[src/rtl/tmr_evt_pkg.sv]
package tmr_evt_pkg;
  localparam int unsigned ADDR_W  = 4;
  localparam int unsigned NUM_ALM = 2;
  localparam int unsigned NUM_PP  = 2;
  localparam int unsigned NUM_TRG = 2;

  // event register layout: alarms, then pulses, then triggers
  localparam int unsigned EVT_ALM_LSB = 0;
  localparam int unsigned EVT_PP_LSB  = NUM_ALM;
  localparam int unsigned EVT_TRG_LSB = NUM_ALM + NUM_PP;
  localparam int unsigned EVT_W       = NUM_ALM + NUM_PP + NUM_TRG;

  localparam logic [ADDR_W-1:0] A_CTRL     = 4'h0;
  localparam logic [ADDR_W-1:0] A_EVENT    = 4'h1;
  localparam logic [ADDR_W-1:0] A_MASK     = 4'h2;
  localparam logic [ADDR_W-1:0] A_ALM_BASE = 4'h4;  // lo at +2k, hi at +2k+1
  localparam logic [ADDR_W-1:0] A_PER_BASE = 4'h8;  // interval k at +k
endpackage

[src/rtl/tmr_rst_sync.sv]
module tmr_rst_sync (
  input  logic clk_i,
  input  logic rst_ni,
  output logic rst_sync_no
);
  logic [1:0] sync_q;

  always_ff @(posedge clk_i or negedge rst_ni) begin
    if (!rst_ni) sync_q <= 2'b00;
    else         sync_q <= {sync_q[0], 1'b1};
  end

  assign rst_sync_no = sync_q[1];
endmodule

[src/rtl/tmr_alarm_cmp.sv]
module tmr_alarm_cmp #(
  parameter int unsigned DATA_W = 32
) (
  input  logic                  clk_i,
  input  logic                  rst_ni,
  input  logic [2*DATA_W-1:0]   time_i,
  input  logic                  wr_lo_i,
  input  logic                  wr_hi_i,
  input  logic [DATA_W-1:0]     wdata_i,
  output logic                  fire_o,
  output logic                  hit_o,
  output logic [2*DATA_W-1:0]   cmp_o
);
  localparam int unsigned TIME_W = 2 * DATA_W;

  logic [DATA_W-1:0] stage_q, stage_d;
  logic [TIME_W-1:0] cmp_q, cmp_d;
  logic              armed_q, armed_d;
  logic              hit_q, hit_d;
  logic              fire;

  // all-ones is the parked value and never matches
  assign fire = armed_q && (cmp_q != '1) && (time_i >= cmp_q);

  always_comb begin
    stage_d = stage_q;
    cmp_d   = cmp_q;
    armed_d = armed_q & ~fire;
    hit_d   = fire;
    if (wr_lo_i) stage_d = wdata_i;
    if (wr_hi_i) begin
      cmp_d   = {wdata_i, stage_q};
      armed_d = 1'b1;
    end
  end

  always_ff @(posedge clk_i or negedge rst_ni) begin
    if (!rst_ni) begin
      stage_q <= '1;
      cmp_q   <= '1;
      armed_q <= 1'b0;
      hit_q   <= 1'b0;
    end else begin
      stage_q <= stage_d;
      cmp_q   <= cmp_d;
      armed_q <= armed_d;
      hit_q   <= hit_d;
    end
  end

  assign fire_o = fire;
  assign hit_o  = hit_q;
  assign cmp_o  = cmp_q;
endmodule

[src/rtl/tmr_pulse_gen.sv]
module tmr_pulse_gen #(
  parameter int unsigned CNT_W = 32
) (
  input  logic             clk_i,
  input  logic             rst_ni,
  input  logic             en_i,
  input  logic             en_rise_i,
  input  logic             wr_i,
  input  logic [CNT_W-1:0] wdata_i,
  output logic             fire_o,
  output logic             pulse_o,
  output logic [CNT_W-1:0] per_o
);
  logic [CNT_W-1:0] per_q, per_d;
  logic [CNT_W-1:0] cnt_q, cnt_d;
  logic             pulse_q;
  logic [CNT_W-1:0] base, nxt;
  logic             per_ok;
  logic             fire;

  assign per_ok = (per_q != '0) && (per_q != '1);
  assign base   = en_rise_i ? '0 : cnt_q;
  assign nxt    = base + CNT_W'(1);
  assign fire   = en_i && per_ok && (nxt == per_q);

  always_comb begin
    per_d = per_q;
    cnt_d = cnt_q;
    if (wr_i && !en_i) per_d = wdata_i;
    if (en_i)          cnt_d = fire ? '0 : nxt;
  end

  always_ff @(posedge clk_i or negedge rst_ni) begin
    if (!rst_ni) begin
      per_q   <= '1;
      cnt_q   <= '0;
      pulse_q <= 1'b0;
    end else begin
      per_q   <= per_d;
      cnt_q   <= cnt_d;
      pulse_q <= fire;
    end
  end

  assign fire_o  = fire;
  assign pulse_o = pulse_q;
  assign per_o   = per_q;
endmodule

[src/rtl/tmr_evt_reg.sv]
module tmr_evt_reg #(
  parameter int unsigned EVT_W = 6
) (
  input  logic             clk_i,
  input  logic             rst_ni,
  input  logic [EVT_W-1:0] set_i,
  input  logic             clr_we_i,
  input  logic             mask_we_i,
  input  logic [EVT_W-1:0] wdata_i,
  output logic [EVT_W-1:0] evt_o,
  output logic [EVT_W-1:0] mask_o,
  output logic             irq_o
);
  logic [EVT_W-1:0] evt_q, evt_d;
  logic [EVT_W-1:0] mask_q, mask_d;
  logic [EVT_W-1:0] clr;

  assign clr = clr_we_i ? wdata_i : '0;

  always_comb begin
    evt_d  = (evt_q & ~clr) | set_i;
    mask_d = mask_we_i ? wdata_i : mask_q;
  end

  always_ff @(posedge clk_i or negedge rst_ni) begin
    if (!rst_ni) begin
      evt_q  <= '0;
      mask_q <= '0;
    end else begin
      evt_q  <= evt_d;
      mask_q <= mask_d;
    end
  end

  assign evt_o  = evt_q;
  assign mask_o = mask_q;
  assign irq_o  = |(evt_q & mask_q);
endmodule

[src/rtl/tmr_alarm_pulse.sv]
module tmr_alarm_pulse
  import tmr_evt_pkg::*;
#(
  parameter int unsigned DATA_W = 32
) (
  input  logic                  clk_i,
  input  logic                  rst_ni,
  input  logic [2*DATA_W-1:0]   time_i,
  input  logic                  en_i,
  input  logic [NUM_TRG-1:0]    trig_i,
  input  logic                  reg_we_i,
  input  logic [ADDR_W-1:0]     reg_addr_i,
  input  logic [DATA_W-1:0]     reg_wdata_i,
  output logic [DATA_W-1:0]     reg_rdata_o,
  output logic [NUM_ALM-1:0]    alm_o,
  output logic [NUM_PP-1:0]     pp_o,
  output logic [NUM_PP-1:0]     pp_loop_o,
  output logic                  irq_o
);
  localparam int unsigned TIME_W = 2 * DATA_W;

  logic                           rst_n;
  logic                           en_q;
  logic                           en_rise;
  logic [NUM_ALM-1:0]             pol_q, pol_d;
  logic [NUM_ALM-1:0]             alm_fire, alm_hit;
  logic [NUM_ALM-1:0][TIME_W-1:0] cmp_w;
  logic [NUM_PP-1:0]              pp_fire, pp_pulse;
  logic [NUM_PP-1:0][DATA_W-1:0]  per_w;
  logic [EVT_W-1:0]               evt_set, evt_q, mask_q;
  logic                           evt_clr_we, mask_we;

  tmr_rst_sync u_rst (
    .clk_i      (clk_i),
    .rst_ni     (rst_ni),
    .rst_sync_no(rst_n)
  );

  // timer enable edge restarts the pulse counters
  always_ff @(posedge clk_i or negedge rst_n) begin
    if (!rst_n) en_q <= 1'b0;
    else        en_q <= en_i;
  end
  assign en_rise = en_i & ~en_q;

  // polarity register
  always_comb begin
    pol_d = pol_q;
    if (reg_we_i && reg_addr_i == A_CTRL) pol_d = reg_wdata_i[NUM_ALM-1:0];
  end

  always_ff @(posedge clk_i or negedge rst_n) begin
    if (!rst_n) pol_q <= '0;
    else        pol_q <= pol_d;
  end

  for (genvar k = 0; k < NUM_ALM; k++) begin : g_alm
    localparam logic [ADDR_W-1:0] ALO = A_ALM_BASE + ADDR_W'(2 * k);
    localparam logic [ADDR_W-1:0] AHI = A_ALM_BASE + ADDR_W'(2 * k + 1);
    tmr_alarm_cmp #(.DATA_W(DATA_W)) u_alm (
      .clk_i  (clk_i),
      .rst_ni (rst_n),
      .time_i (time_i),
      .wr_lo_i(reg_we_i && reg_addr_i == ALO),
      .wr_hi_i(reg_we_i && reg_addr_i == AHI),
      .wdata_i(reg_wdata_i),
      .fire_o (alm_fire[k]),
      .hit_o  (alm_hit[k]),
      .cmp_o  (cmp_w[k])
    );
    assign alm_o[k] = alm_hit[k] ^ pol_q[k];
  end

  for (genvar k = 0; k < NUM_PP; k++) begin : g_pp
    localparam logic [ADDR_W-1:0] APER = A_PER_BASE + ADDR_W'(k);
    tmr_pulse_gen #(.CNT_W(DATA_W)) u_pp (
      .clk_i    (clk_i),
      .rst_ni   (rst_n),
      .en_i     (en_i),
      .en_rise_i(en_rise),
      .wr_i     (reg_we_i && reg_addr_i == APER),
      .wdata_i  (reg_wdata_i),
      .fire_o   (pp_fire[k]),
      .pulse_o  (pp_pulse[k]),
      .per_o    (per_w[k])
    );
  end

  assign pp_o      = pp_pulse;
  assign pp_loop_o = pp_pulse;

  assign evt_set[EVT_ALM_LSB +: NUM_ALM] = alm_fire;
  assign evt_set[EVT_PP_LSB  +: NUM_PP ] = pp_fire;
  assign evt_set[EVT_TRG_LSB +: NUM_TRG] = trig_i;
  assign evt_clr_we = reg_we_i && reg_addr_i == A_EVENT;
  assign mask_we    = reg_we_i && reg_addr_i == A_MASK;

  tmr_evt_reg #(.EVT_W(EVT_W)) u_evt (
    .clk_i    (clk_i),
    .rst_ni   (rst_n),
    .set_i    (evt_set),
    .clr_we_i (evt_clr_we),
    .mask_we_i(mask_we),
    .wdata_i  (reg_wdata_i[EVT_W-1:0]),
    .evt_o    (evt_q),
    .mask_o   (mask_q),
    .irq_o    (irq_o)
  );

  // read mux
  always_comb begin
    reg_rdata_o = '0;
    if (reg_addr_i == A_CTRL)  reg_rdata_o = DATA_W'(pol_q);
    if (reg_addr_i == A_EVENT) reg_rdata_o = DATA_W'(evt_q);
    if (reg_addr_i == A_MASK)  reg_rdata_o = DATA_W'(mask_q);
    for (int k = 0; k < NUM_ALM; k++) begin
      if (reg_addr_i == A_ALM_BASE + ADDR_W'(2 * k))
        reg_rdata_o = cmp_w[k][DATA_W-1:0];
      if (reg_addr_i == A_ALM_BASE + ADDR_W'(2 * k + 1))
        reg_rdata_o = cmp_w[k][TIME_W-1:DATA_W];
    end
    for (int k = 0; k < NUM_PP; k++) begin
      if (reg_addr_i == A_PER_BASE + ADDR_W'(k)) reg_rdata_o = per_w[k];
    end
  end
endmodule

[config.mk]
export PLATFORM = sky130hd
export DESIGN_NAME = tmr_alarm_pulse
export DESIGN_NICKNAME = d
export VERILOG_FILES = /design/src/rtl/tmr_evt_pkg.sv /design/src/rtl/tmr_rst_sync.sv /design/src/rtl/tmr_alarm_cmp.sv /design/src/rtl/tmr_pulse_gen.sv /design/src/rtl/tmr_evt_reg.sv /design/src/rtl/tmr_alarm_pulse.sv
export SDC_FILE = /design/constraint.sdc
export NUM_CORES = 1
export LEC_CHECK = 0
export BUFFER_PORTS_ARGS = -buffer_cell sky130_fd_sc_hd__buf_2
export CORE_UTILIZATION = 60
export DETAILED_ROUTE_END_ITERATION = 12
export PLACE_DENSITY = 0.79
export SYNTH_ARGS = -nofsm -noshare
export SYNTH_HDL_FRONTEND = slang
export SYNTH_SLANG_ARGS = --single-unit
[constraint.sdc]
create_clock -name clk_i -period 13.35 [get_ports clk_i]
set_input_delay 2.0025 -clock clk_i [delete_from_list [all_inputs] [get_ports clk_i]]
set_output_delay 2.0025 -clock clk_i [all_outputs]
set_load 0.01 [all_outputs]
; Yosys cells after proc, flatten, opt, wreduce, memory -nomap -nowiden
; Cells that the tools add are included.
[classes]
addsub = 2
n_lt_le_gt_ge = 2
n_eq_ne = 14
muxes = 16
bitwise_logic = 12
n_reduce_logical = 26
[ops]
columns = operator, n
row1 = 2-to-1 mux 32 bit, 10
row2 = greater-or-equal comparator 64 bit, 2
row3 = "inequality test 64 bit, second input constant", 2
row4 = "adder 32 x 1 -> 32 bit, second input constant", 2
row5 = == test 32 bit, 2
row6 = "inequality test 32 bit, second input constant", 2
row7 = nonzero test 32 bit, 2
row8 = logical AND 1 bit, 21
row9 = 2-to-1 mux 6 bit, 3
row10 = "== test 4 x 3 -> 1 bit, second input constant", 4
row11 = AND 6 bit, 2
row12 = "== test 4 bit, second input constant", 2
row13 = NOT 6 bit, 1
row14 = OR 6 bit, 1
row15 = OR reduction 6 bit, 1
row16 = "== test 4 x 1 -> 1 bit, second input constant", 1
row17 = "== test 4 x 2 -> 1 bit, second input constant", 1
row18 = zero test 4 bit, 1
row19 = AND 1 bit, 3
row20 = NOT 1 bit, 3
row21 = 2-to-1 mux 1 bit, 2
row22 = 2-to-1 mux 2 bit, 1
row23 = XOR 1 bit, 2
row24 = zero test 1 bit, 1
[totals]
register_bits = 343
in_bits = 106
out_inout_bits = 39
elab_cells = 91

; Logic depth before layout (Yosys ltp)
; Gate-level depths: netlist of run 1.
[depth]
word_depth = 10
depth_mapped = 22
ltp_nobuf = 13

; Hierarchy
; From an unflattened synthesis of run 1, not the netlist that was laid out.
[unflattened]
hier_cells = 2283
hier_area_um2 = 21942.3
[modules_own_cells]
columns = mod, instances, cells_per_inst, area_each_um2, seq_area_each_um2
row1 = tmr_pulse_gen, 2, 459, 4341.7, 1666.6
row2 = tmr_alarm_cmp (g_alm[1].u_alm), 1, 528, 5372.7, 2572.5
row3 = tmr_alarm_cmp (g_alm[0].u_alm), 1, 523, 5326.4, 2572.5
row4 = tmr_alarm_pulse, 1, 276, 2009.4, 75.1
row5 = tmr_evt_reg, 1, 35, 496.7, 300.3
row6 = tmr_rst_sync, 1, 3, 53.8, 50.0

; Worst setup path after synthesis of run 1
; No wires, ideal clock.
[synth_timing]
kind = input -> register
startpoint = input en_i
endpoint = register g_pp[0].u_pp.cnt_q[16]
setup_ns = 0.148
arrival_ns = 6.133
t_required_ns = 13.202
slack_ns = 7.069
path_stages = 18
path_buffers = 7
cell_sequence = nand2b_1 -> buf_4 -> buf_4 -> buf_2 -> clkbuf_1 -> buf_2 -> clkbuf_1 -> and2_1 -> ha_1 -> nand4_1 -> or4_4 -> or3_1 -> nand3_1 -> nand4_1 -> or4_4 -> nor4_4 -> buf_6 -> o32ai_1
[synth_via]
elab_chain_cells = 6
elab_cells_between_ends = 7
cone_classes = add/sub: 1 / eq/ne: 1 / mux: 2 / bitwise: 1 / reduce/logical: 2
[synth_lines]
columns = item, line_no
row1 = start: declaration, tmr_alarm_pulse.sv:9  ; input logic en_i,
row2 = AND 1 bit, tmr_alarm_pulse.sv:44  ; assign en_rise = en_i & ~en_q;
row3 = 2-to-1 mux 32 bit, tmr_pulse_gen.sv:22  ; assign base = en_rise_i ? '0 : cnt_q;
row4 = adder 32 x 1 -> 32 bit, tmr_pulse_gen.sv:23  ; assign nxt = base + CNT_W'(1);
row5 = == test 32 bit, tmr_pulse_gen.sv:24  ; assign fire = en_i && per_ok && (nxt == per_q);
row6 = logical AND 1 bit, tmr_pulse_gen.sv:24
row7 = 2-to-1 mux 32 bit, tmr_pulse_gen.sv:30  ; if (en_i) cnt_d = fire ? '0 : nxt;
row8 = end signal: assignment, tmr_pulse_gen.sv:40  ; cnt_q <= cnt_d;
row9 = end: declaration, tmr_pulse_gen.sv:15  ; logic [CNT_W-1:0] cnt_q, cnt_d;
; Several ways; a longest one is shown, not always the timed one.
; A chain may end at the register's enable or synchronous reset.

; Final worst setup path of run 1
[layout_timing]
startpoint = input reg_addr_i[1]
endpoint = output reg_rdata_o[14]
[layout_via]
elab_chain_cells = 7
elab_cells_between_ends = 12
cone_classes = eq/ne: 6 / mux: 6
[layout_lines]
columns = item, line_no
row1 = start: declaration, tmr_alarm_pulse.sv:12  ; input logic [ADDR_W-1:0] reg_addr_i,
row2 = == test 4 x 3 -> 1 bit, tmr_alarm_pulse.sv:117  ; if (reg_addr_i == A_ALM_BASE + ADDR_W'(2 * k))
row3 = 2-to-1 mux 32 bit, tmr_alarm_pulse.sv:117
row4 = 2-to-1 mux 32 bit, tmr_alarm_pulse.sv:119  ; if (reg_addr_i == A_ALM_BASE + ADDR_W'(2 * k + 1))
row5 = 2-to-1 mux 32 bit, tmr_alarm_pulse.sv:117
row6 = 2-to-1 mux 32 bit, tmr_alarm_pulse.sv:119
row7 = 2-to-1 mux 32 bit, tmr_alarm_pulse.sv:123  ; if (reg_addr_i == A_PER_BASE + ADDR_W'(k)) reg_rdata_o = per_w[k];
row8 = 2-to-1 mux 32 bit (*), tmr_alarm_pulse.sv:123
row9 = end: declaration, tmr_alarm_pulse.sv:14  ; output logic [DATA_W-1:0] reg_rdata_o,
; Mark *: on every way between the ends. The rest lies on a longest branch, timed or not.

==> metrics.md, run 1 <==
| Metric | Value |
|---|---|
| DRC viols | 0 |
| Largest net degree at the start of global routing | 188 |
| Hold Path Class | reg2async |
| Crit path max fanout | 70 |
| Setup crit start kind | primary input |
| Final wirelength | 70.2 mm |
| Crit end category | output port |
| Syn nets | 2,655 |
| Post-synth EDFFs | 0 |
| Worst path max stage delay | 0.94 ns |
| Ys flop type | dfstp_2 |
| Cell at the root of the clock tree | clkbuf_16 |
| 1st-pass router iterations | 7 |
| CP max-delay cell | and2_1 |
| Switching power total | 0.00129 W |
| Slew headroom | 0.147 |
| FF-to-FF path depth | 12 |
| Vias | 19,928 |
| Detailed placer's ending HPWL | 51.6 mm |
| Tot Pwr | 0.00376 W |
| Critical Path RT | 11.35 ns |
| Final Hold Vio Count | 0 |
| Mean Syn Cell Area | 9.20 um^2 |
| Initial antenna violation count | 0 |
| Clk pin slew, worst setup/hold paths | 0.07 ns |
| Switching part of the total | 0.342 |
| Comb pwr share | 0.251 |
| DR vias/cell | 6.73 |
| Gr ovfl total | 0 |
| Area of the core | 36,500 um^2 |
| Total I/O pin count | 145 |
| CTS Buf Count | 39 |
| Crit-path cells | buf_2 > buf_4 > nor2b_1 > and2_1 > a222oi_1 > a21oi_1 > buf_2 |
| First-pass GRT wire length | 109 mm |
| Syn-to-layout area delta | 9.58% |
| P_int | 0.00247 W |
| Setup Viol. Count Final | 0 |
| Post-CTS Hold Buffers | 0 |
| Starting density of the core | 0.609 |
| Seq/Total Area, Yosys | 0.400 |
| TritonCTS clock tree | done |
| Setup TNS after final layout | 0 ns |
| IO buf count | 144 |
| Final Non-Filler Cells | 2,959 |
| Pwr dens | 154 nW/um^2 |
| Iter 0 DRT Violations | 2,536 |
| Slew Limit Fails | 0 |
| Yosys reg bits | 343 |
| Tot GR Track Use | 0.371 |
| Ys async rst share | 1.00 |
| Post-CTS Setup Bufs | 0 |
| Final core occ | 0.668 |
| Worst R2R Setup Slack | 7.95 ns |
| Final ANT Viol Nets | 0 |
| Total placed cells including tap cells | 2,888 |
| Power share of the clock group | 0.297 |
| Max Clk Rate | 0.142 GHz |
| Maximum vdd ir drop | 0.153 mV |
| Die footprint | 37,900 um^2 |
| CTS Sinks | 343 |
| Post-Synthesis Cells | 2,419 |
| Max Root-Sink Buffers | 3 |
| Fin nets | 2,697 |
| Synth unique cells | 80 |
| Synth warn | 0 |
| Leakage | 10.1 nW |
| Clk_skew | 0.0208 ns |
| Fin crit share | 0.529 |
| Slew of the pin with the lowest slew margin | 1.26 ns |
| Routed WL per cell | 23.7 um |
| Num rows | 70 |
| Arrival time worst endpoint | 5.06 ns |
| Worst Setup Path Type | in2out |
| Diode count | 0 |
| Unrepaired setup endpoints after global routing | false |
| Die width | 195 um |
| Vias in the first global route | 19,126 |
| Post-Syn Area | 22,300 um^2 |
| Clk_lat worst skew | 0.57 ns |
| Minimum clock period | 7.06 ns |
| Top cell by count, worst path | buf_2 |
| Status | completed |
| Min Hold Slack | 0.269 ns |
| Share of layout cells above drive strength 1 | 0.267 |
| Max-cap violation count | 0 |
| GPL Wtd Cong | 1.02 |
| Sequential Power Share | 0.451 |
| Die height | 195 um |
| CTS resizes | 0 |
| H-tree levels | 2 |
## power by group through the flow
| stage | sequential [W] | clock (W) | combinational [W] |
|---|---|---|---|
| CTS | 0.00168 | 0.00112 | 0.000930 |
| global route | 0.00172 | 0.00116 | 0.00104 |
| detailed placement | 0.00169 | 0 | 0.000919 |
| global placement | 0.00168 | 0 | 0.000874 |
| floorplan | 0.00154 | 0 | 0.000708 |
| finish | 0.00170 | 0.00112 | 0.000944 |
## flip-flops by register name (all words and copies together), names as in the netlist
name                 flops
g_alm.u_alm.hit_o        2
g_alm.u_alm.armed_q      2
g_pp.u_pp.cnt_q         64
pol_q                    2
g_alm.u_alm.cmp_o      128
u_rst.sync_q             2
en_q                     1
g_pp.u_pp.per_o         64
g_alm.u_alm.stage_q     64
u_evt.mask_o             6
g_pp.u_pp.pulse_o        2
u_evt.evt_o              6
## final timing paths
kind,endpoint,start
max in group asynchronous,g_pp[1].u_pp.cnt_q[7],u_rst.sync_q[1]
min in group clk_i,u_rst.sync_q[1],u_rst.sync_q[0]
min reg2reg,g_alm[1].u_alm.stage_q[29],u_rst.sync_q[1]
max,reg_rdata_o[14],reg_addr_i[1]
min,g_alm[1].u_alm.stage_q[29],u_rst.sync_q[1]
max reg2reg,g_pp[1].u_pp.cnt_q[19],en_q
## cell type report
class	instances	area, um^2
flip-flops and latches	343	8910
fillers	2883	12100
clock inverters	13	145
repair buffers	162	868
well taps	468	586
clock buffers	58	1190
multi-input cells	1761	12100
inverters	154	578
## logic make-up after synthesis
kind of cell	Yosys count	share of synthesized area
multiplexers	161	0.0811
XOR/XNOR	98	0.0386
buffers and inverters	315	0.0568
flip-flops	343	0.400
AND/OR/NAND/NOR	777	0.174
other	1	0.000168
adder cells (fa/ha/maj)	130	0.0731
AO/OA/AOI/OAI	594	0.177
## layer usage
metal | track usage | part of all wire | vias to the layer above
met5 | 0 | 0 | -
met4 | 0.203 | 0.058 | 0
met3 | 0.0614 | 0.097 | 238
met2 | 0.570 | 0.45 | 1168
met1 | 0.500 | 0.40 | 9668
li1 | - | - | 8854
## critical path, delay by kind of cell
| kind | cells | cell delay, ns |
|---|---|---|
| buffers and inverters | 3 | 0.83 |
| AND/OR/NAND/NOR | 2 | 1.53 |
| AO/OA/AOI/OAI | 2 | 0.65 |
## placed cells by master (no fill, tap or decap), types with 14 or more instances in the layout
master / n
nor2_1: 108
nand4_1: 106
and2_1: 14
inv_1: 153
a21o_1: 60
buf_4: 17
nor3_1: 43
mux2_2: 145
nor4_1: 39
a22o_1: 28
mux2i_1: 15
clkbuf_16: 41
nand3_1: 58
and3_1: 17
dfstp_2: 256
a31oi_1: 28
a222oi_1: 28
nor2b_1: 14
buf_2: 144
o2bb2ai_1: 45
xor2_1: 27
ha_1: 130
nand2_1: 306
o21ai_0: 210
dfrtp_1: 86
a21oi_1: 96
xnor2_1: 71
## Yosys cell counts, drive strengths merged, types with 58 or more instances
master  number  area (um^2)
mux2       145         1630
dfrtp       87         2180
o21ai      210         1050
a21oi       97          489
clkbuf     110          414
ha         130         1630
nor2       110          413
nand3       58          290
nand2      306         1150
xnor2       71          622
a21o        60          450
inv        154          578
dfstp      256         6730
nand4      107          676
## through the flow
step | worst slack, ns | area, um^2
floorplan | 3.53 | 22300
global placement | 6.37 | 23100
detailed placement | 6.24 | 23100
CTS | 6.40 | 24400
global route | 6.16 | 24400
finish | 6.29 | 24400
(Power assumes the default switching activity.)
==> run 2, diff against run 1 <==
- clock period: 13.35 -> 6.65 ns (I/O delays scaled with it)
==> run 2 against run 1 <==
Setup slack got worse by 4.8 ns. Final cell count hardly changed. Clock power is 95% higher. Sequential cell count did not move. Design area shrank 0.12%. Wire length grew 2.0%. Power up 99%. Global-route usage rose by 0.95 points. Sequential share of layout area barely moved. Via count decreased by 1.3%. Non-clock buffer count increased by 3. Sequential power up 100%.
==> metrics.md, run 2 (synthesis results as in run 1) <==
| Metric | Value |
|---|---|
| Most common cell after layout, fill and taps aside | nand2_1 |
| Iter 0 DRT Violations | 2,011 |
| Maximum vdd ir drop | 0.188 mV |
| First-pass GRT wire length | 112 mm |
| Unrepaired setup endpoints after global routing | false |
| Arrival time worst endpoint | 4.20 ns |
| Clk pin slew, worst setup/hold paths | 0.06 ns |
| Starting density of the core | 0.609 |
| Vias in the first global route | 19,144 |
| Reg2reg end | g_pp[1].u_pp.cnt_q[5] |
| Tot GR Track Use | 0.380 |
| DR vias/cell | 6.64 |
| Vias | 19,665 |
| Placement-stage cell area | 23,100 um^2 |
| Fill cells | 2,939 |
| Initial antenna violation count | 1 |
| Clk_lat worst skew | 0.57 ns |
| Fin crit share | 0.782 |
| Die height | 195 um |
| R2R Path Start | en_q |
| Status | completed |
| Num rows | 70 |
| 1st-pass router iterations | 8 |
| Final Hold Vio Count | 0 |
| Share of layout cells above drive strength 1 | 0.268 |
| Max-cap violation count | 0 |
| Final Non-Filler Cells | 2,961 |
| Largest register FFs | 128 |
| P_int | 0.00488 W |
| Leakage | 10.1 nW |
| Detailed placer's ending HPWL | 52.8 mm |
| DRC viols | 0 |
| Global-route track usage on met1 | 0.517 |
| CTS Sinks | 343 |
| Most used routing layer in global routing | met2 |
| Max Root-Sink Buffers | 3 |
| Crit end category | output port |
| Clk_skew | 0.0116 ns |
| Post-CTS Hold Buffers | 0 |
| Routed WL per cell | 24.2 um |
| Comb pwr share | 0.253 |
| Minimum clock period | 5.20 ns |
| Final core occ | 0.667 |
| FF-to-FF path depth | 13 |
| Diode count | 0 |
| Hold Path Class | in2async |
| GPL Wtd Cong | 0.964 |
| Commonest cells after routing, fill and taps aside | 306 x nand2_1, 256 x dfstp_2, 210 x o21ai_0, 153 x inv_1, 145 x mux2_2 |
| Final Worst Setup Slack | 1.45 ns |
| Pre-CTS setup slack | 1.42 ns |
| Setup TNS after final layout | 0 ns |
| Post-CTS Setup Bufs | 0 |
| Syn-to-layout area delta | 9.46% |
| Slew of the pin with the lowest slew margin | 1.24 ns |
| Reg area | 8910 um^2 |
| Fin area | 24,400 um^2 |
| Switching power total | 0.00261 W |
| Die width | 195 um |
| Setup crit start kind | primary input |
| Critical Path RT | 5.65 ns |
| Crit path max fanout | 39 |
| Gr ovfl total | 0 |
| Total I/O pin count | 145 |
| CTS Buf Count | 38 |
| Slew headroom | 0.174 |
| Power share of the clock group | 0.290 |
| Die footprint | 37,900 um^2 |
| GRT met3 Usage | 0.0727 |
| H-tree levels | 2 |
| Setup Viol. Count Final | 0 |
| Total placed cells including tap cells | 2,891 |
| Area of the core | 36,500 um^2 |
| Final wirelength | 71.6 mm |
| Sequential Power Share | 0.457 |
| Cell at the root of the clock tree | clkbuf_16 |
| Worst R2R Setup Slack | 2.14 ns |
| Max Clk Rate | 0.192 GHz |
| Fin nets | 2,699 |
| Largest net degree at the start of global routing | 167 |
| TritonCTS clock tree | done |
| Area of the multi-input gates | 12,100 um^2 |
| IO buf count | 144 |
| Pwr dens | 308 nW/um^2 |
| Switching part of the total | 0.348 |
| Final ANT Viol Nets | 0 |
| Met2 Usage GRT | 0.583 |
| Worst Setup Path Type | in2out |
| Slew Limit Fails | 0 |
| CTS resizes | 0 |
[run 2: cell types whose count changed in the layout (fill, tap and decap cells not counted), sizes merged]
cell	change
clkinv	+5
inv	+1
buf	+3
clkbuf	-6
clkinvlp	-1
[run 2: final cells by class]
class / instances / area share
Inverter: 154 / 0.0237
Sequential cell: 343 / 0.366
Tap cell: 468 / 0.0240
Clock buffer: 52 / 0.0450
Timing Repair Buffer: 165 / 0.0371
Multi-Input combinational cell: 1761 / 0.497
Clock inverter: 18 / 0.00719
[run 2: worst max-delay path by stage]
stage               cells past startpoint             from                    end
floorplan                               0  u_rst.sync_q[1]                   en_q
global placement                       14             en_i  g_pp[0].u_pp.cnt_q[3]
detailed placement                     14             en_i  g_pp[1].u_pp.cnt_q[5]
CTS                                     6    reg_addr_i[1]        reg_rdata_o[16]
global route                            6    reg_addr_i[1]        reg_rdata_o[31]
finish                                  6    reg_addr_i[1]        reg_rdata_o[16]
[run 2: through the flow]
| step | hold slack, ns | total power, W |
|---|---|---|
| CTS | 0.195 | 0.00745 |
| global placement | 0.335 | 0.00516 |
| finish | 0.209 | 0.00749 |
| floorplan | 0.331 | 0.00452 |
| detailed placement | 0.344 | 0.00527 |
| global route | 0.205 | 0.00783 |
[run 2: power groups by stage]
stage,Sequential [W],Clock [W],Combinational (W)
finish,0.00342,0.00218,0.00189
detailed placement,0.00342,0,0.00185
global placement,0.00339,0,0.00177
CTS,0.00339,0.00219,0.00187
floorplan,0.00310,0,0.00142
global route,0.00346,0.00227,0.00209
[run 2: worst max-delay path, stage by stage]
cell and delay (ns):
buf_2 0.53, nor2b_1 0.77, and2_1 0.97, a222oi_1 0.25, a21oi_1 0.45, buf_2 0.21
[run 2: per-layer routing]
metal,part of all wire,wire (um)
met4,0.049,3510
met5,0.00013,9
met2,0.45,32300
met3,0.091,6510
met1,0.41,29300
